**src/rtl/uart_stat_pkg.sv**
```systemverilog
// Package: shared bit positions of the UART status word.
// Assumes: an 8-bit status word; positions are fixed by the register decode.
package uart_stat_pkg;
    localparam int STAT_W   = 8;
    localparam int BIT_DR   = 0;
    localparam int BIT_TBRE = 1;
    localparam int BIT_TC   = 2;
    localparam int BIT_MS   = 3;
    localparam int BIT_PE   = 4;
    localparam int BIT_FE   = 5;
    localparam int BIT_OE   = 6;
    localparam int BIT_BRK  = 7;

    typedef struct packed {
        logic oe;
        logic fe;
        logic pe;
        logic brk;
        logic dr;
    } rx_flags_t;
endpackage

```
**src/rtl/rx_error_flags.sv**
```systemverilog
// Receive-side flags: overrun, framing, parity, break and data-ready.
// Assumes: char_done is a single-cycle pulse given at the stop bits; the
// indications are valid in that same cycle.
module rx_error_flags
    import uart_stat_pkg::*;
(
    input  logic      clk,
    input  logic      rst_n,
    input  logic      char_done,
    input  logic      par_bad,
    input  logic      stop_bad,
    input  logic      all_zero,
    input  logic      buf_rd,
    input  logic      stat_rd,
    output rx_flags_t flags_o
);
    rx_flags_t q;
    logic      overrun_now;

    // Overrun: the previous character is still unread as a new one completes.
    assign overrun_now = char_done && q.dr && !buf_rd;

    // Per-character error flags: a completion loads them, a status read clears them.
    always_ff @(posedge clk) begin
        if (!rst_n) begin
            q.pe  <= 1'b0;
            q.fe  <= 1'b0;
            q.brk <= 1'b0;
        end else if (char_done) begin
            q.pe  <= par_bad;
            q.fe  <= stop_bad;
            q.brk <= all_zero;
        end else if (stat_rd) begin
            q.pe  <= 1'b0;
            q.fe  <= 1'b0;
            q.brk <= 1'b0;
        end
    end

    // Overrun flag: sticky until a status read with no fresh overrun.
    always_ff @(posedge clk) begin
        if (!rst_n)           q.oe <= 1'b0;
        else if (overrun_now) q.oe <= 1'b1;
        else if (stat_rd)     q.oe <= 1'b0;
    end

    // Data-ready: set by any completion, cleared by a buffer read.
    always_ff @(posedge clk) begin
        if (!rst_n)         q.dr <= 1'b0;
        else if (char_done) q.dr <= 1'b1;
        else if (buf_rd)    q.dr <= 1'b0;
    end

    assign flags_o = q;

    assert_oe_on_overrun_R3: assert property (@(posedge clk) disable iff (!rst_n)
        (char_done && flags_o.dr && !buf_rd) |=> flags_o.oe);
    assert_dr_on_char_R5: assert property (@(posedge clk) disable iff (!rst_n)
        char_done |=> flags_o.dr);
    assert_stat_read_clears_R4: assert property (@(posedge clk) disable iff (!rst_n)
        (stat_rd && !char_done) |=> !(flags_o.oe || flags_o.fe || flags_o.pe || flags_o.brk));
endmodule

```
**src/rtl/modem_change_det.sv**
```systemverilog
// Synchronises the modem input lines and latches any change into one flag.
// Assumes: the lines are asynchronous and change slowly compared with clk.
// Edge detection is held off until the synchroniser has filled after reset.
module modem_change_det #(
    parameter int NLINES      = 2,
    parameter int SYNC_STAGES = 2
) (
    input  logic              clk,
    input  logic              rst_n,
    input  logic [NLINES-1:0] lines_in,
    input  logic              reg_rd,
    output logic              change_o
);
    localparam int PRIME_MAX = SYNC_STAGES + 1;
    localparam int PRIME_W   = $clog2(PRIME_MAX + 1);

    logic [NLINES-1:0]  sync_q [SYNC_STAGES];
    logic [NLINES-1:0]  prev_q;
    logic [PRIME_W-1:0] prime_q;
    logic               primed;
    logic               edge_seen;
    logic               flag_q;

    // Synchroniser chain, one register stage per generate step.
    for (genvar g = 0; g < SYNC_STAGES; g++) begin : g_sync
        if (g == 0) begin : g_first
            // First stage samples the raw lines.
            always_ff @(posedge clk) begin
                if (!rst_n) sync_q[g] <= '0;
                else        sync_q[g] <= lines_in;
            end
        end else begin : g_next
            // Later stages follow the stage before them.
            always_ff @(posedge clk) begin
                if (!rst_n) sync_q[g] <= '0;
                else        sync_q[g] <= sync_q[g-1];
            end
        end
    end

    // Previous synchronised value, used for the edge compare.
    always_ff @(posedge clk) begin
        if (!rst_n) prev_q <= '0;
        else        prev_q <= sync_q[SYNC_STAGES-1];
    end

    // Fill counter: edges count only once the whole chain holds real samples.
    always_ff @(posedge clk) begin
        if (!rst_n)       prime_q <= '0;
        else if (!primed) prime_q <= prime_q + 1'b1;
    end

    assign primed    = (prime_q == PRIME_W'(PRIME_MAX));
    assign edge_seen = primed && (sync_q[SYNC_STAGES-1] != prev_q);

    // Change flag: set on an edge; a register read clears it.
    always_ff @(posedge clk) begin
        if (!rst_n)         flag_q <= 1'b0;
        else if (edge_seen) flag_q <= 1'b1;
        else if (reg_rd)    flag_q <= 1'b0;
    end

    assign change_o = flag_q;

    assert_edge_sets_flag_R6: assert property (@(posedge clk) disable iff (!rst_n)
        edge_seen |=> change_o);
    assert_read_clears_flag_R6: assert property (@(posedge clk) disable iff (!rst_n)
        (reg_rd && !edge_seen) |=> !change_o);
endmodule

```
**src/rtl/tx_status.sv**
```systemverilog
// Transmit-side flags: buffer-empty and transmission-complete.
// Assumes: load is a single-cycle pulse; the shift register reports not idle
// from the cycle of the load until its last stop bit has gone out.
module tx_status (
    input  logic clk,
    input  logic rst_n,
    input  logic buf_wr,
    input  logic load,
    input  logic shift_idle,
    output logic tbre_o,
    output logic tc_o
);
    logic tbre_q;
    logic tc_q;
    logic pending_q;
    logic done_now;

    // Completion: a written character has drained from both buffer and shifter.
    assign done_now = pending_q && tbre_q && shift_idle && !buf_wr && !load;

    // Buffer-empty: a write fills the buffer, a transfer empties it.
    always_ff @(posedge clk) begin
        if (!rst_n)      tbre_q <= 1'b1;
        else if (buf_wr) tbre_q <= 1'b0;
        else if (load)   tbre_q <= 1'b1;
    end

    // Pending: a character has been written since completion was last reported.
    always_ff @(posedge clk) begin
        if (!rst_n)        pending_q <= 1'b0;
        else if (buf_wr)   pending_q <= 1'b1;
        else if (done_now) pending_q <= 1'b0;
    end

    // Transmission-complete: set on drain, cleared by the next write.
    always_ff @(posedge clk) begin
        if (!rst_n)        tc_q <= 1'b0;
        else if (buf_wr)   tc_q <= 1'b0;
        else if (done_now) tc_q <= 1'b1;
    end

    assign tbre_o = tbre_q;
    assign tc_o   = tc_q;

    assert_write_clears_R7: assert property (@(posedge clk) disable iff (!rst_n)
        buf_wr |=> (!tbre_o && !tc_o));
    assert_load_sets_empty_R7: assert property (@(posedge clk) disable iff (!rst_n)
        (load && !buf_wr) |=> tbre_o);
    assert_tc_needs_empty_R8: assert property (@(posedge clk) disable iff (!rst_n)
        tc_o |-> tbre_o);
endmodule

```
**src/rtl/uart_stat_irq.sv**
```systemverilog
// Top: assembles the UART status word and derives the shared interrupt and
// the two separate request outputs.
// Assumes: read and write strobes are single-cycle pulses from the bus decode.
module uart_stat_irq
    import uart_stat_pkg::*;
(
    input  logic              clk,
    input  logic              rst_n,
    input  logic              rx_char_done,
    input  logic              rx_parity_bad,
    input  logic              rx_stop_bad,
    input  logic              rx_all_zero,
    input  logic              rbr_read,
    input  logic              usr_read,
    input  logic              msr_read,
    input  logic              tbr_write,
    input  logic              tx_load,
    input  logic              tx_shift_idle,
    input  logic              cts_in,
    input  logic              dsr_in,
    input  logic              mien,
    input  logic              inten,
    output logic [STAT_W-1:0] status_o,
    output logic              intr_o,
    output logic              dr_req_o,
    output logic              tbre_req_o
);
    rx_flags_t rx_f;
    logic      ms;
    logic      tbre;
    logic      tc;

    rx_error_flags u_rx (
        .clk      (clk),
        .rst_n    (rst_n),
        .char_done(rx_char_done),
        .par_bad  (rx_parity_bad),
        .stop_bad (rx_stop_bad),
        .all_zero (rx_all_zero),
        .buf_rd   (rbr_read),
        .stat_rd  (usr_read),
        .flags_o  (rx_f)
    );

    modem_change_det #(.NLINES(2), .SYNC_STAGES(2)) u_modem (
        .clk     (clk),
        .rst_n   (rst_n),
        .lines_in({dsr_in, cts_in}),
        .reg_rd  (msr_read),
        .change_o(ms)
    );

    tx_status u_tx (
        .clk       (clk),
        .rst_n     (rst_n),
        .buf_wr    (tbr_write),
        .load      (tx_load),
        .shift_idle(tx_shift_idle),
        .tbre_o    (tbre),
        .tc_o      (tc)
    );

    // Status word packing, fixed positions from the package.
    always_comb begin
        status_o           = '0;
        status_o[BIT_DR]   = rx_f.dr;
        status_o[BIT_TBRE] = tbre;
        status_o[BIT_TC]   = tc;
        status_o[BIT_MS]   = ms;
        status_o[BIT_PE]   = rx_f.pe;
        status_o[BIT_FE]   = rx_f.fe;
        status_o[BIT_OE]   = rx_f.oe;
        status_o[BIT_BRK]  = rx_f.brk;
    end

    // Shared interrupt: only completion and gated modem change feed it.
    assign intr_o     = inten && (tc || (mien && ms));
    assign dr_req_o   = rx_f.dr;
    assign tbre_req_o = tbre;

    assert_intr_gated_R9: assert property (@(posedge clk) disable iff (!rst_n)
        !inten |-> !intr_o);
    assert_intr_ignores_req_R10: assert property (@(posedge clk) disable iff (!rst_n)
        (!status_o[BIT_TC] && !status_o[BIT_MS]) |-> !intr_o);
    assert_modem_needs_enable_R9: assert property (@(posedge clk) disable iff (!rst_n)
        (!status_o[BIT_TC] && !mien) |-> !intr_o);
endmodule

```
**config.mk**
```make
export PLATFORM = sky130hd
export DESIGN_NAME = uart_stat_irq
export DESIGN_NICKNAME = d
export VERILOG_FILES = /design/src/rtl/uart_stat_pkg.sv /design/src/rtl/rx_error_flags.sv /design/src/rtl/modem_change_det.sv /design/src/rtl/tx_status.sv /design/src/rtl/uart_stat_irq.sv
export SDC_FILE = /design/constraint.sdc
export NUM_CORES = 1
export LEC_CHECK = 0
export ABC_AREA = 1
export CAP_MARGIN = 0
export CELL_PAD_IN_SITES_DETAIL_PLACEMENT = 0
export CELL_PAD_IN_SITES_GLOBAL_PLACEMENT = 1
export CORE_ASPECT_RATIO = 0.7
export CORE_MARGIN = 2
export CORE_UTILIZATION = 25
export DETAILED_ROUTE_END_ITERATION = 12
export PLACE_DENSITY_LB_ADDON = 0.1
export SKIP_CTS_REPAIR_TIMING = 1
export SYNTH_ARGS = -nofsm -noshare
export SYNTH_HDL_FRONTEND = slang
export SYNTH_SLANG_ARGS = --single-unit
```
**constraint.sdc**
```tcl
create_clock -name clk -period 0.8 [get_ports clk]
set_input_delay 0.16 -clock clk [delete_from_list [all_inputs] [get_ports clk]]
set_output_delay 0.16 -clock clk [all_outputs]
set_load 0.02 [all_outputs]
```
==> run metrics, run 1 <==
Die Ht 47.38 um; Synth Area in Adders 1.862%; initial core utilization 26.72%; cell type with the largest total area after synthesis dfxtp_1; Worst-Skew Late Latency 0.25 ns; Final Skew 0.005217 ns; Yosys top cell area share 50.65%; clock buffer depth 2; Crit Path Class reg -> out; share of flip-flops with an asynchronous set or reset 0%; metal3 WL 126 um; proportion of layout cells with a drive suffix above 1 47.58%; clk sink count 17; io pins 27; Num CTS Buffers 3; CP Data Required Time 0.64 ns; crit-path max FO 2; max_slew headroom 82.59%; GR Util All Layers 9.661%; total wire length 1450 um; first-pass GRT wire length 2166 um; status finished with violations; Synth Area in Simple Gates 21.97%; maximum vdd drop 955.6 uV; initial antenna violation count 0; total iterations of the first detailed-routing run 2; HP Class in -> reg; Top FF cell, synth dfxtp_1; Detail Route Antenna Nets 0; P&R area growth vs syn 72.07%; DR WL met2 650 um; synth top area cells dfxtp_1 51%, nand2_1 15%, inv_1 8.9%; top sig layer met4; syn_nets 105; die area 0.003125 mm^2; largest net degree at the start of global routing 10; Worst Slack Setup Final -0.2665 ns; GPL Wtd Cong 0.6640; DP Cell Count 153; multiplexer share of the synthesized area 0%; Crit path arrival time 0.91 ns; Tot Pwr 1945 uW; Worst-path clk slew 0.06 ns; worst-margin pin slew 0.2607 ns; # DRC 0; # port buffers 26; fin crit share 133.3%; Post-synth top cells 27 x nand2_1, 17 x dfxtp_1, 16 x inv_1; Row Count 15; First DRT Iteration DRCs 10; DR WL/cell 9.177 um; Root Buffer clkbuf_8; post-synthesis cell count 88; top-count cell post-synth nand2_1; vias in the first global route 529; dpl hpwl 1107 um; post-synthesis compound-gate area fraction 10.43%; Setup-failing EPs final 14; Nets 142; non-filler cells, final 158; min Tclk post-route 1.066 ns; fmax 937.6 MHz; GRT Residual Overflow 0; area of the core 0.002515 mm^2; Seq/Total Area, Yosys 50.65%; Fin. Hold Viols 0; Synth Register Bits 17; ANT cells 0; CTS tree done; mean post-synth cell area 7.635 um^2; Max Transition Viols Final 0; Cell Area, Synth 671.9 um^2; yosys warns 0; largest family of logic cells by synthesized area simple AND/OR/NAND/NOR gates; XOR/XNOR share of the synthesized area 0%; RSZ-0062 raised after global routing yes; Die W 65.96 um; Worst Setup End Kind output port; Via density 3.867; Leak Pwr 0.0005741 uW; Via Count 611; Max-Cap Viols 0; pwr dens 1682 mW/mm^2; critical path startpoint category flip-flop; EDFF count, synth 0; failing checks negative setup slack; H-Tree Depth 1; Synth cell types 14; met1 wire length 651 um
-- registers in the layout, indices dropped and copies added (netlist names) --
name,cells
u_modem.sync_q,4
u_modem.prev_q,2
u_modem.change_o,1
u_tx.pending_q,1
u_tx.tbre_o,1
u_tx.tc_o,1
u_modem.prime_q,2
u_rx.flags_o,5
-- path summary, 6_finish.rpt --
check / start / endpoint / slack (ns) / cells past startpoint
min: tbr_write / u_tx.pending_q$_SDFFE_PN0P_ / 0.19 / 3
max: u_modem.change_o$_SDFFE_PN0P_ / intr_o / -0.27 / 3
max reg2reg: u_modem.prime_q[1]$_SDFFE_PN0P_ / u_modem.prime_q[1]$_SDFFE_PN0P_ / -0.02 / 3
min reg2reg: u_modem.sync_q[0][0]$_SDFF_PN0_ / u_modem.sync_q[1][0]$_SDFF_PN0_ / 0.41 / 2
-- logic make-up after synthesis --
group | Yosys count
flip-flops | 17
AND/OR/NAND/NOR | 36
buffers and inverters | 22
adder cells (fa/ha/maj) | 1
AO/OA/AOI/OAI | 12
-- metrics by stage --
step | instance area, um^2 | setup TNS [ns] | setup WS, ns | hold WS, ns | utilization [%]
after CTS | 1066 | -7.227 | -0.7817 | 0.4226 | 42.39
after global routing | 1156 | -1.668 | -0.3136 | 0.2044 | 45.97
after detailed placement | 1021 | -8.568 | -0.7817 | 0.4081 | 40.60
after floorplan | 680.7 | -0.04127 | -0.04127 | 0.2576 | -
final | 1156 | -1.190 | -0.2665 | 0.1908 | 45.97
after global placement | 1021 | -8.522 | -0.7798 | 0.3969 | 40.60
-- cells in the final DEF, fill, tap and decap left out, types with 3 or more instances in the layout --
cell,instances
nand2_1,24
dfxtp_2,15
inv_1,12
buf_6,11
buf_4,11
clkdlybuf4s50_1,10
a21oi_1,5
nor2_1,5
dlymetal6s2s_1,5
inv_2,4
nand2_2,3
o21ai_2,3
a21oi_2,3
clkbuf_8,3
-- worst max-delay path, stage by stage (launching register included) --
cell      delay (ns)
dfxtp_2         0.33
nand2_2         0.06
a21boi_2        0.12
buf_4           0.14
-- cell type report --
class	instances	area, um^2
inverter	17	66.31
tap	34	42.54
timing repair buffer	37	369.1
fill	262	1359
sequential	17	359.1
clock buffer	4	45.04
multi-input combinational	49	274.0
-- per-layer routing --
layer,vias to the layer above,global-route usage [%]
met3,4,5.036
met2,16,14.95
met4,0,4.898
met5,-,0
li1,331,-
met1,260,11.24
-- power breakdown --
| group | total (uW) | switching (uW) | leakage [uW] | internal (uW) |
|---|---|---|---|---|
| registers | 954 | 43.7 | 0.000145 | 911 |
| clock network | 625 | 272 | 0.0000228 | 353 |
| logic | 366 | 156 | 0.000406 | 210 |
| total | 1950 | 471 | 0.000574 | 1470 |
No activity file was read; power rests on OpenSTA's default activity.
==> inputs of run 2 (changes only) <==
--- a/config.mk
+++ b/config.mk
@@ -13,6 +13,7 @@
 export CORE_MARGIN = 2
 export CORE_UTILIZATION = 25
 export DETAILED_ROUTE_END_ITERATION = 12
+export HOLD_SLACK_MARGIN = 0.15
 export PLACE_DENSITY_LB_ADDON = 0.1
 export SKIP_CTS_REPAIR_TIMING = 1
 export SYNTH_ARGS = -nofsm -noshare
==> results of run 2 <==
The final DEF is identical to that of run 1; final timing and power are the same.
